$ cat config.mk
export PLATFORM = sky130hd
export DESIGN_NAME = dbell_write_handler
export DESIGN_NICKNAME = d
export VERILOG_FILES = /design/src/rtl/dbell_pkg.sv /design/src/rtl/dbell_decode.sv /design/src/rtl/dbell_cq_eval.sv /design/src/rtl/dbell_timer.sv /design/src/rtl/dbell_write_handler.sv
export SDC_FILE = /design/constraint.sdc
export NUM_CORES = 1
export LEC_CHECK = 0
export BUFFER_PORTS_ARGS = -buffer_cell sky130_fd_sc_hd__buf_2
export CORE_MARGIN = 5
export CORE_UTILIZATION = 45
export CTS_BUF_LIST = sky130_fd_sc_hd__clkbuf_8
export DETAILED_ROUTE_END_ITERATION = 12
export PLACE_DENSITY = 0.71
export SLEW_MARGIN = 5
export SYNTH_ARGS = -nofsm -noshare
export SYNTH_HDL_FRONTEND = slang
export SYNTH_SLANG_ARGS = --single-unit
$ cat constraint.sdc
create_clock -name clk -period 9.86 [get_ports clk]
set_clock_uncertainty 0.15 [all_clocks]
set_input_delay 1.972 -clock clk [delete_from_list [all_inputs] [get_ports clk]]
set_output_delay 1.972 -clock clk [all_outputs]
set_load 0.01 [all_outputs]
$ cat src/rtl/dbell_pkg.sv
package dbell_pkg;

    typedef enum logic [1:0] {
        EVT_NONE    = 2'd0,
        EVT_BAD_QID = 2'd1,
        EVT_BAD_VAL = 2'd2
    } evt_code_e;

    typedef enum logic [1:0] {
        DB_NONE = 2'd0,
        DB_SQ   = 2'd1,
        DB_CQ   = 2'd2
    } db_kind_e;

endpackage

$ cat src/rtl/dbell_decode.sv
module dbell_decode
    import dbell_pkg::*;
#(
    parameter int ADDR_W = 16,
    parameter int NUM_Q  = 4,
    parameter logic [ADDR_W-1:0] BASE = '0,
    parameter int QID_W  = 2
) (
    input  logic              wr_en,
    input  logic [ADDR_W-1:0] wr_addr,
    output db_kind_e          kind,
    output logic [QID_W-1:0]  qid,
    output logic              qid_ok
);
    localparam int SLOT_W = ADDR_W - 3;

    logic [ADDR_W-1:0] offset;
    logic [SLOT_W-1:0] slot;
    logic              below;
    logic              addr_lo_unused;

    assign below          = (wr_addr < BASE);
    assign offset         = wr_addr - BASE;
    // one 8-byte slot per queue pair: lower word SQ tail, upper word CQ head
    assign slot           = offset[ADDR_W-1:3];
    assign addr_lo_unused = ^offset[1:0];
    assign qid            = slot[QID_W-1:0];
    assign qid_ok         = (slot < SLOT_W'(NUM_Q));

    always_comb begin
        kind = DB_NONE;
        if (wr_en && !below) begin
            kind = offset[2] ? DB_CQ : DB_SQ;
        end
    end

endmodule

$ cat src/rtl/dbell_cq_eval.sv
module dbell_cq_eval #(
    parameter int NUM_Q = 4,
    parameter int IDX_W = 16,
    parameter int VEC_W = 2,
    parameter int QID_W = 2
) (
    input  logic [QID_W-1:0]             qid,
    input  logic [IDX_W-1:0]             new_head,
    input  logic [NUM_Q-1:0][IDX_W-1:0]  head_cur,
    input  logic [NUM_Q-1:0][IDX_W-1:0]  tail,
    input  logic [NUM_Q-1:0][IDX_W-1:0]  size,
    input  logic [NUM_Q-1:0]             valid,
    input  logic [NUM_Q-1:0]             irq_en,
    input  logic [NUM_Q-1:0][VEC_W-1:0]  vec,
    output logic                         was_full,
    output logic                         tail_ne_head,
    output logic                         vec_empty,
    output logic                         sel_irq_en,
    output logic [VEC_W-1:0]             sel_vec
);
    logic [IDX_W:0]     tail_inc;
    logic [IDX_W-1:0]   tail_wrap;
    logic [NUM_Q-1:0]   q_quiet;

    assign sel_vec    = vec[qid];
    assign sel_irq_en = irq_en[qid];
    assign tail_inc   = {1'b0, tail[qid]} + 1'b1;

    always_comb begin
        if (tail_inc >= {1'b0, size[qid]}) begin
            tail_wrap = '0;
        end else begin
            tail_wrap = tail_inc[IDX_W-1:0];
        end
    end

    assign was_full     = (tail_wrap == head_cur[qid]);
    assign tail_ne_head = (tail[qid] != new_head);

    for (genvar g = 0; g < NUM_Q; g++) begin : g_quiet
        logic [IDX_W-1:0] hd;
        assign hd = (QID_W'(g) == qid) ? new_head : head_cur[g];
        assign q_quiet[g] = !valid[g] || (vec[g] != sel_vec) || (tail[g] == hd);
    end

    assign vec_empty = &q_quiet;

endmodule

$ cat src/rtl/dbell_timer.sv
module dbell_timer #(
    parameter int DELAY_CYC = 1000
) (
    input  logic clk,
    input  logic rst_n,
    input  logic arm_force,
    input  logic arm_if_idle,
    output logic armed,
    output logic expire
);
    localparam int CNT_W = $clog2(DELAY_CYC + 1);

    typedef struct packed {
        logic             armed;
        logic             expire;
        logic [CNT_W-1:0] cnt;
    } tmr_t;

    tmr_t st_d, st_q;

    always_comb begin
        st_d        = st_q;
        st_d.expire = 1'b0;
        if (arm_force || (arm_if_idle && !st_q.armed)) begin
            st_d.armed = 1'b1;
            st_d.cnt   = CNT_W'(DELAY_CYC);
        end else if (st_q.armed) begin
            if (st_q.cnt <= CNT_W'(1)) begin
                st_d.armed  = 1'b0;
                st_d.expire = 1'b1;
                st_d.cnt    = '0;
            end else begin
                st_d.cnt = st_q.cnt - 1'b1;
            end
        end
    end

    always_ff @(posedge clk) begin
        if (!rst_n) begin
            st_q <= '0;
        end else begin
            st_q <= st_d;
        end
    end

    assign armed  = st_q.armed;
    assign expire = st_q.expire;

endmodule

$ cat src/rtl/dbell_write_handler.sv
module dbell_write_handler
    import dbell_pkg::*;
#(
    parameter int NUM_Q     = 4,
    parameter int IDX_W     = 16,
    parameter int VEC_W     = 2,
    parameter int ADDR_W    = 16,
    parameter logic [ADDR_W-1:0] BASE = 16'h1000,
    parameter int DELAY_CYC = 1000,
    localparam int QID_W    = (NUM_Q > 1) ? $clog2(NUM_Q) : 1
) (
    input  logic                   clk,
    input  logic                   rst_n,
    input  logic                   wr_en,
    input  logic [ADDR_W-1:0]      wr_addr,
    input  logic [31:0]            wr_data,
    input  logic [NUM_Q*IDX_W-1:0] sq_size_i,
    input  logic [NUM_Q-1:0]       sq_valid_i,
    input  logic [NUM_Q*IDX_W-1:0] cq_size_i,
    input  logic [NUM_Q-1:0]       cq_valid_i,
    input  logic [NUM_Q*VEC_W-1:0] cq_vec_i,
    input  logic [NUM_Q-1:0]       cq_irq_en_i,
    input  logic [NUM_Q*IDX_W-1:0] cq_tail_i,
    output logic [NUM_Q*IDX_W-1:0] sq_tail_o,
    output logic [NUM_Q*IDX_W-1:0] cq_head_o,
    output logic                   evt_req_o,
    output logic [1:0]             evt_code_o,
    output logic                   irq_req_o,
    output logic [QID_W-1:0]       irq_qid_o,
    output logic                   pend_clr_o,
    output logic [VEC_W-1:0]       pend_vec_o,
    output logic                   tmr_armed_o,
    output logic                   tmr_expire_o
);
    typedef struct packed {
        logic [NUM_Q-1:0][IDX_W-1:0] sq_tail;
        logic [NUM_Q-1:0][IDX_W-1:0] cq_head;
        logic                        evt_req;
        evt_code_e                   evt_code;
        logic                        irq_req;
        logic [QID_W-1:0]            irq_qid;
        logic                        pend_clr;
        logic [VEC_W-1:0]            pend_vec;
    } hdl_t;

    hdl_t st_d, st_q;

    logic [NUM_Q-1:0][IDX_W-1:0] sq_size_a, cq_size_a, cq_tail_a;
    logic [NUM_Q-1:0][VEC_W-1:0] cq_vec_a;

    assign sq_size_a = sq_size_i;
    assign cq_size_a = cq_size_i;
    assign cq_tail_a = cq_tail_i;
    assign cq_vec_a  = cq_vec_i;

    db_kind_e         kind;
    logic [QID_W-1:0] qid;
    logic             qid_ok;
    logic [IDX_W-1:0] new_ptr;
    logic             data_hi_unused;

    assign new_ptr        = wr_data[IDX_W-1:0];
    assign data_hi_unused = ^wr_data[31:IDX_W];

    dbell_decode #(
        .ADDR_W (ADDR_W),
        .NUM_Q  (NUM_Q),
        .BASE   (BASE),
        .QID_W  (QID_W)
    ) u_dec (
        .wr_en   (wr_en),
        .wr_addr (wr_addr),
        .kind    (kind),
        .qid     (qid),
        .qid_ok  (qid_ok)
    );

    logic             cq_was_full;
    logic             cq_pending;
    logic             cq_vec_empty;
    logic             cq_sel_irq_en;
    logic [VEC_W-1:0] cq_sel_vec;

    dbell_cq_eval #(
        .NUM_Q (NUM_Q),
        .IDX_W (IDX_W),
        .VEC_W (VEC_W),
        .QID_W (QID_W)
    ) u_cq (
        .qid          (qid),
        .new_head     (new_ptr),
        .head_cur     (st_q.cq_head),
        .tail         (cq_tail_a),
        .size         (cq_size_a),
        .valid        (cq_valid_i),
        .irq_en       (cq_irq_en_i),
        .vec          (cq_vec_a),
        .was_full     (cq_was_full),
        .tail_ne_head (cq_pending),
        .vec_empty    (cq_vec_empty),
        .sel_irq_en   (cq_sel_irq_en),
        .sel_vec      (cq_sel_vec)
    );

    logic arm_force, arm_if_idle;

    always_comb begin
        st_d          = st_q;
        st_d.evt_req  = 1'b0;
        st_d.evt_code = EVT_NONE;
        st_d.irq_req  = 1'b0;
        st_d.irq_qid  = '0;
        st_d.pend_clr = 1'b0;
        st_d.pend_vec = '0;
        arm_force     = 1'b0;
        arm_if_idle   = 1'b0;

        unique case (kind)
            DB_SQ: begin
                if (!qid_ok || !sq_valid_i[qid]) begin
                    st_d.evt_req  = 1'b1;
                    st_d.evt_code = EVT_BAD_QID;
                end else if (new_ptr >= sq_size_a[qid]) begin
                    st_d.evt_req  = 1'b1;
                    st_d.evt_code = EVT_BAD_VAL;
                end else begin
                    st_d.sq_tail[qid] = new_ptr;
                    arm_if_idle       = 1'b1;
                end
            end
            DB_CQ: begin
                if (!qid_ok || !cq_valid_i[qid]) begin
                    st_d.evt_req  = 1'b1;
                    st_d.evt_code = EVT_BAD_QID;
                end else if (new_ptr >= cq_size_a[qid]) begin
                    st_d.evt_req  = 1'b1;
                    st_d.evt_code = EVT_BAD_VAL;
                end else begin
                    st_d.cq_head[qid] = new_ptr;
                    arm_force         = cq_was_full;
                    if (cq_pending) begin
                        st_d.irq_req = 1'b1;
                        st_d.irq_qid = qid;
                    end
                    if (cq_sel_irq_en && cq_vec_empty) begin
                        st_d.pend_clr = 1'b1;
                        st_d.pend_vec = cq_sel_vec;
                    end
                end
            end
            default: ;
        endcase
    end

    always_ff @(posedge clk) begin
        if (!rst_n) begin
            st_q <= '0;
        end else begin
            st_q <= st_d;
        end
    end

    dbell_timer #(
        .DELAY_CYC (DELAY_CYC)
    ) u_tmr (
        .clk         (clk),
        .rst_n       (rst_n),
        .arm_force   (arm_force),
        .arm_if_idle (arm_if_idle),
        .armed       (tmr_armed_o),
        .expire      (tmr_expire_o)
    );

    assign sq_tail_o  = st_q.sq_tail;
    assign cq_head_o  = st_q.cq_head;
    assign evt_req_o  = st_q.evt_req;
    assign evt_code_o = st_q.evt_code;
    assign irq_req_o  = st_q.irq_req;
    assign irq_qid_o  = st_q.irq_qid;
    assign pend_clr_o = st_q.pend_clr;
    assign pend_vec_o = st_q.pend_vec;

endmodule

==> impl_metrics.ini <==
[route]
routed_wl_mm = 50.55
ant_nets = 0
first_pass_iters = 5
drc = 0
viasPerCell = 6.288
drt_iter0_drc = 1352
post_drt_wl_per_cell_um = 26.12
num_vias = 12170

[logic_synthesis]
yosys_most_used_dff = dfxtp_1
synth_cells = 1295
avgSynthCellArea_um2 = 8.856
yosys_register_bits = 149
synth-edff-count = 0
synthArstFlopShare = 0
syn_nets = 1609
synth_cell_types = 72
synth_seq_area_share = 0.2601
synth_warnings = 0
syn_area_um2 = 11470

[cells_and_area]
drive_gt1_frac = 0.3229
fin_nets = 1906
final_cells = 1935
syn2layout_area_growth_pct = 20.11
final_area_um2 = 13770
final_cell_mix = buf_2 (381), nand2_1 (159), dfxtp_1 (149), a21oi_1 (147), nand4_1 (88)
final_common_cell = buf_2

[clocking]
cts_buffers = 17
ctsLongestPathBuffers = 2
cts_resized = 0
h-tree-depth = 4
clock-sinks = 149
tritoncts = done
clkLatencyLatePin_ns = 0.48
cts_setup_buffers = 0
hold_buffers = 0
cts.clk_slew.worst_paths_ns = 0.09
cts_root_buf = clkbuf_8

[sta]
worst_pin_slew_ns = 1.292
holdWs_ns = 0.3206
max_freq_mhz = 145.2
finalHoldViolations = 0
relSlewSlack = 0.1347
setup_viol = 0
period_needed_ns = 6.885
grt_setup_unrepaired = no
period_share = 0.6983
slew_violations = 0
setup-tns-final_ns = 0

[global_routing]
grt_max_degree = 80
grt_pass1_vias = 11490
grt_pass1_wl_mm = 73.19
gr-total-overflow = 0
antenna_found_initial = 4
grt_usage = 0.3358

[floorplanning]
initial_core_util = 0.4567
die-height_um = 169.6
io_pins = 402
fp.dieArea_um2 = 28780
design.core.area_um2 = 25110
die_w_um = 169.6
rows = 58

[run]
drv_cap = 0

[worst_setup_path]
crit_path_end_kind = flop
cp_slowest_cell = buf_4
required_ns = 10.11
cp_max_fo = 44
critical_path_class = in -> reg
cpMostUsedCell = ha_1
startpoint_type = primary input
crit_chain = buf_4 > mux4_2 > ha_1 > nand4_4 > or3_1 > xnor2_1 > inv_1 > ha_1 > a21oi_1 > o21ai_0 > a221o_1 > a31o_2 > o21a_1 > a211o_1 > a2111oi_4 > nand4_1 > o211ai_1
arrival_ns = 7.13
r2r_slack_ns = 7.01
max_stage_delay_ns = 0.56

[pwr]
leakagePower_nw = 5.877
powerDensity_nw_per_um2 = 112.8
vdd_drop_max_mv = 0.08752

[placed_design]
post_dp_cell_area_um2 = 13360
dp.cells = 1903
place.gp.congestion = 1.003
dpl.hpwl_mm = 37.89
io_buffers = 383

[worst_hold_path]
hp-class = reg -> reg

[outcome]
outcome = complete, no violations
==> power breakdown <==
part / switching (mW) / internal (mW)
sequential: 0.000107 / 0.602
clock: 0.289 / 0.236
combinational: 0.258 / 0.169
==> routing by layer <==
layer  vias to the layer above  share of wire  routed length (um)  track usage
met3                       118           0.12                6298       0.1030
met2                       759           0.45               22720       0.5099
met4                         6          0.035                1790       0.1278
met1                      5894           0.39               19710       0.4502
li1                       5391              -                   -            -
met5                         -        0.00073                  37            0
==> synthesized netlist by cell type, types with 14 or more instances <==
master / number / area [um2]
a21oi_1: 147 / 735.7
clkbuf_1: 82 / 307.8
dfxtp_1: 149 / 2983
ha_1: 51 / 638.1
inv_1: 50 / 187.7
mux2i_1: 70 / 700.7
mux4_2: 63 / 1419
nand2_1: 160 / 600.6
nand3_1: 16 / 80.08
nand4_1: 88 / 550.5
nor2_1: 26 / 97.59
nor4_1: 21 / 131.4
o21ai_0: 14 / 70.07
o31ai_1: 71 / 533.0
xnor2_1: 67 / 586.8
xor2_1: 40 / 350.3
==> area by class of cell <==
type                    count  area [um2]
clock inverters            14       178.9
fillers                  2378       11330
repair buffers            395        2012
flip-flops and latches    149        2983
diodes                      1       2.502
multi-input cells         977        7755
clock buffers              17       234.0
inverters                  52       196.4
well taps                 330       412.9
==> critical path: cells and delay by family <==
family | cells | cell delay [ns]
AO/OA/AOI/OAI | 8 | 2.07
XOR/XNOR | 1 | 0.28
adder cells (fa/ha/maj) | 2 | 0.58
buffers and inverters | 2 | 0.66
multiplexers | 1 | 0.48
AND/OR/NAND/NOR | 3 | 1.05
==> state kept, by name, indices dropped and copies added, names as in the netlist, 2 cells and up <==
name / flops
cq_head_o: 64
sq_tail_o: 64
u_tmr.st_q: 10
evt_code_o: 2
irq_qid_o: 2
pend_vec_o: 2
==> cell families (layout without fill, tap and decap cells) <==
| logic type | count (synthesis) | count (layout) | synth area share |
|---|---|---|---|
| other | 0 | 1 | 0 |
| AOI/OAI and AO/OA | 282 | 282 | 0.1537 |
| DFF | 149 | 149 | 0.2601 |
| and+or+nand+nor | 395 | 395 | 0.1830 |
| xor gates and xnor gates | 109 | 109 | 0.08564 |
| muxes | 140 | 140 | 0.1967 |
| adders and majority gates | 51 | 51 | 0.05564 |
| buffers and inverters | 169 | 478 | 0.06524 |
==> stage by stage <==
step           total power, mW  setup WS, ns  utilization
6_report                 1.554         2.975       0.5486
5_1_grt                  1.609         2.607       0.5486
4_1_cts                  1.546         3.078       0.5485
3_5_place_dp             1.030         2.563       0.5320
3_3_place_gp             1.023         2.618       0.5320
2_1_floorplan           0.8852         3.028            -
==> path summary, 6_finish.rpt <==
kind,start,end,cells after the start
min,sq_tail_o[13],sq_tail_o[13],2
min reg2reg,sq_tail_o[13],sq_tail_o[13],2
max,wr_addr[3],u_tmr.st_q[9],17
max reg2reg,cq_head_o[50],u_tmr.st_q[9],8
Power figures use the tool's default switching activity.
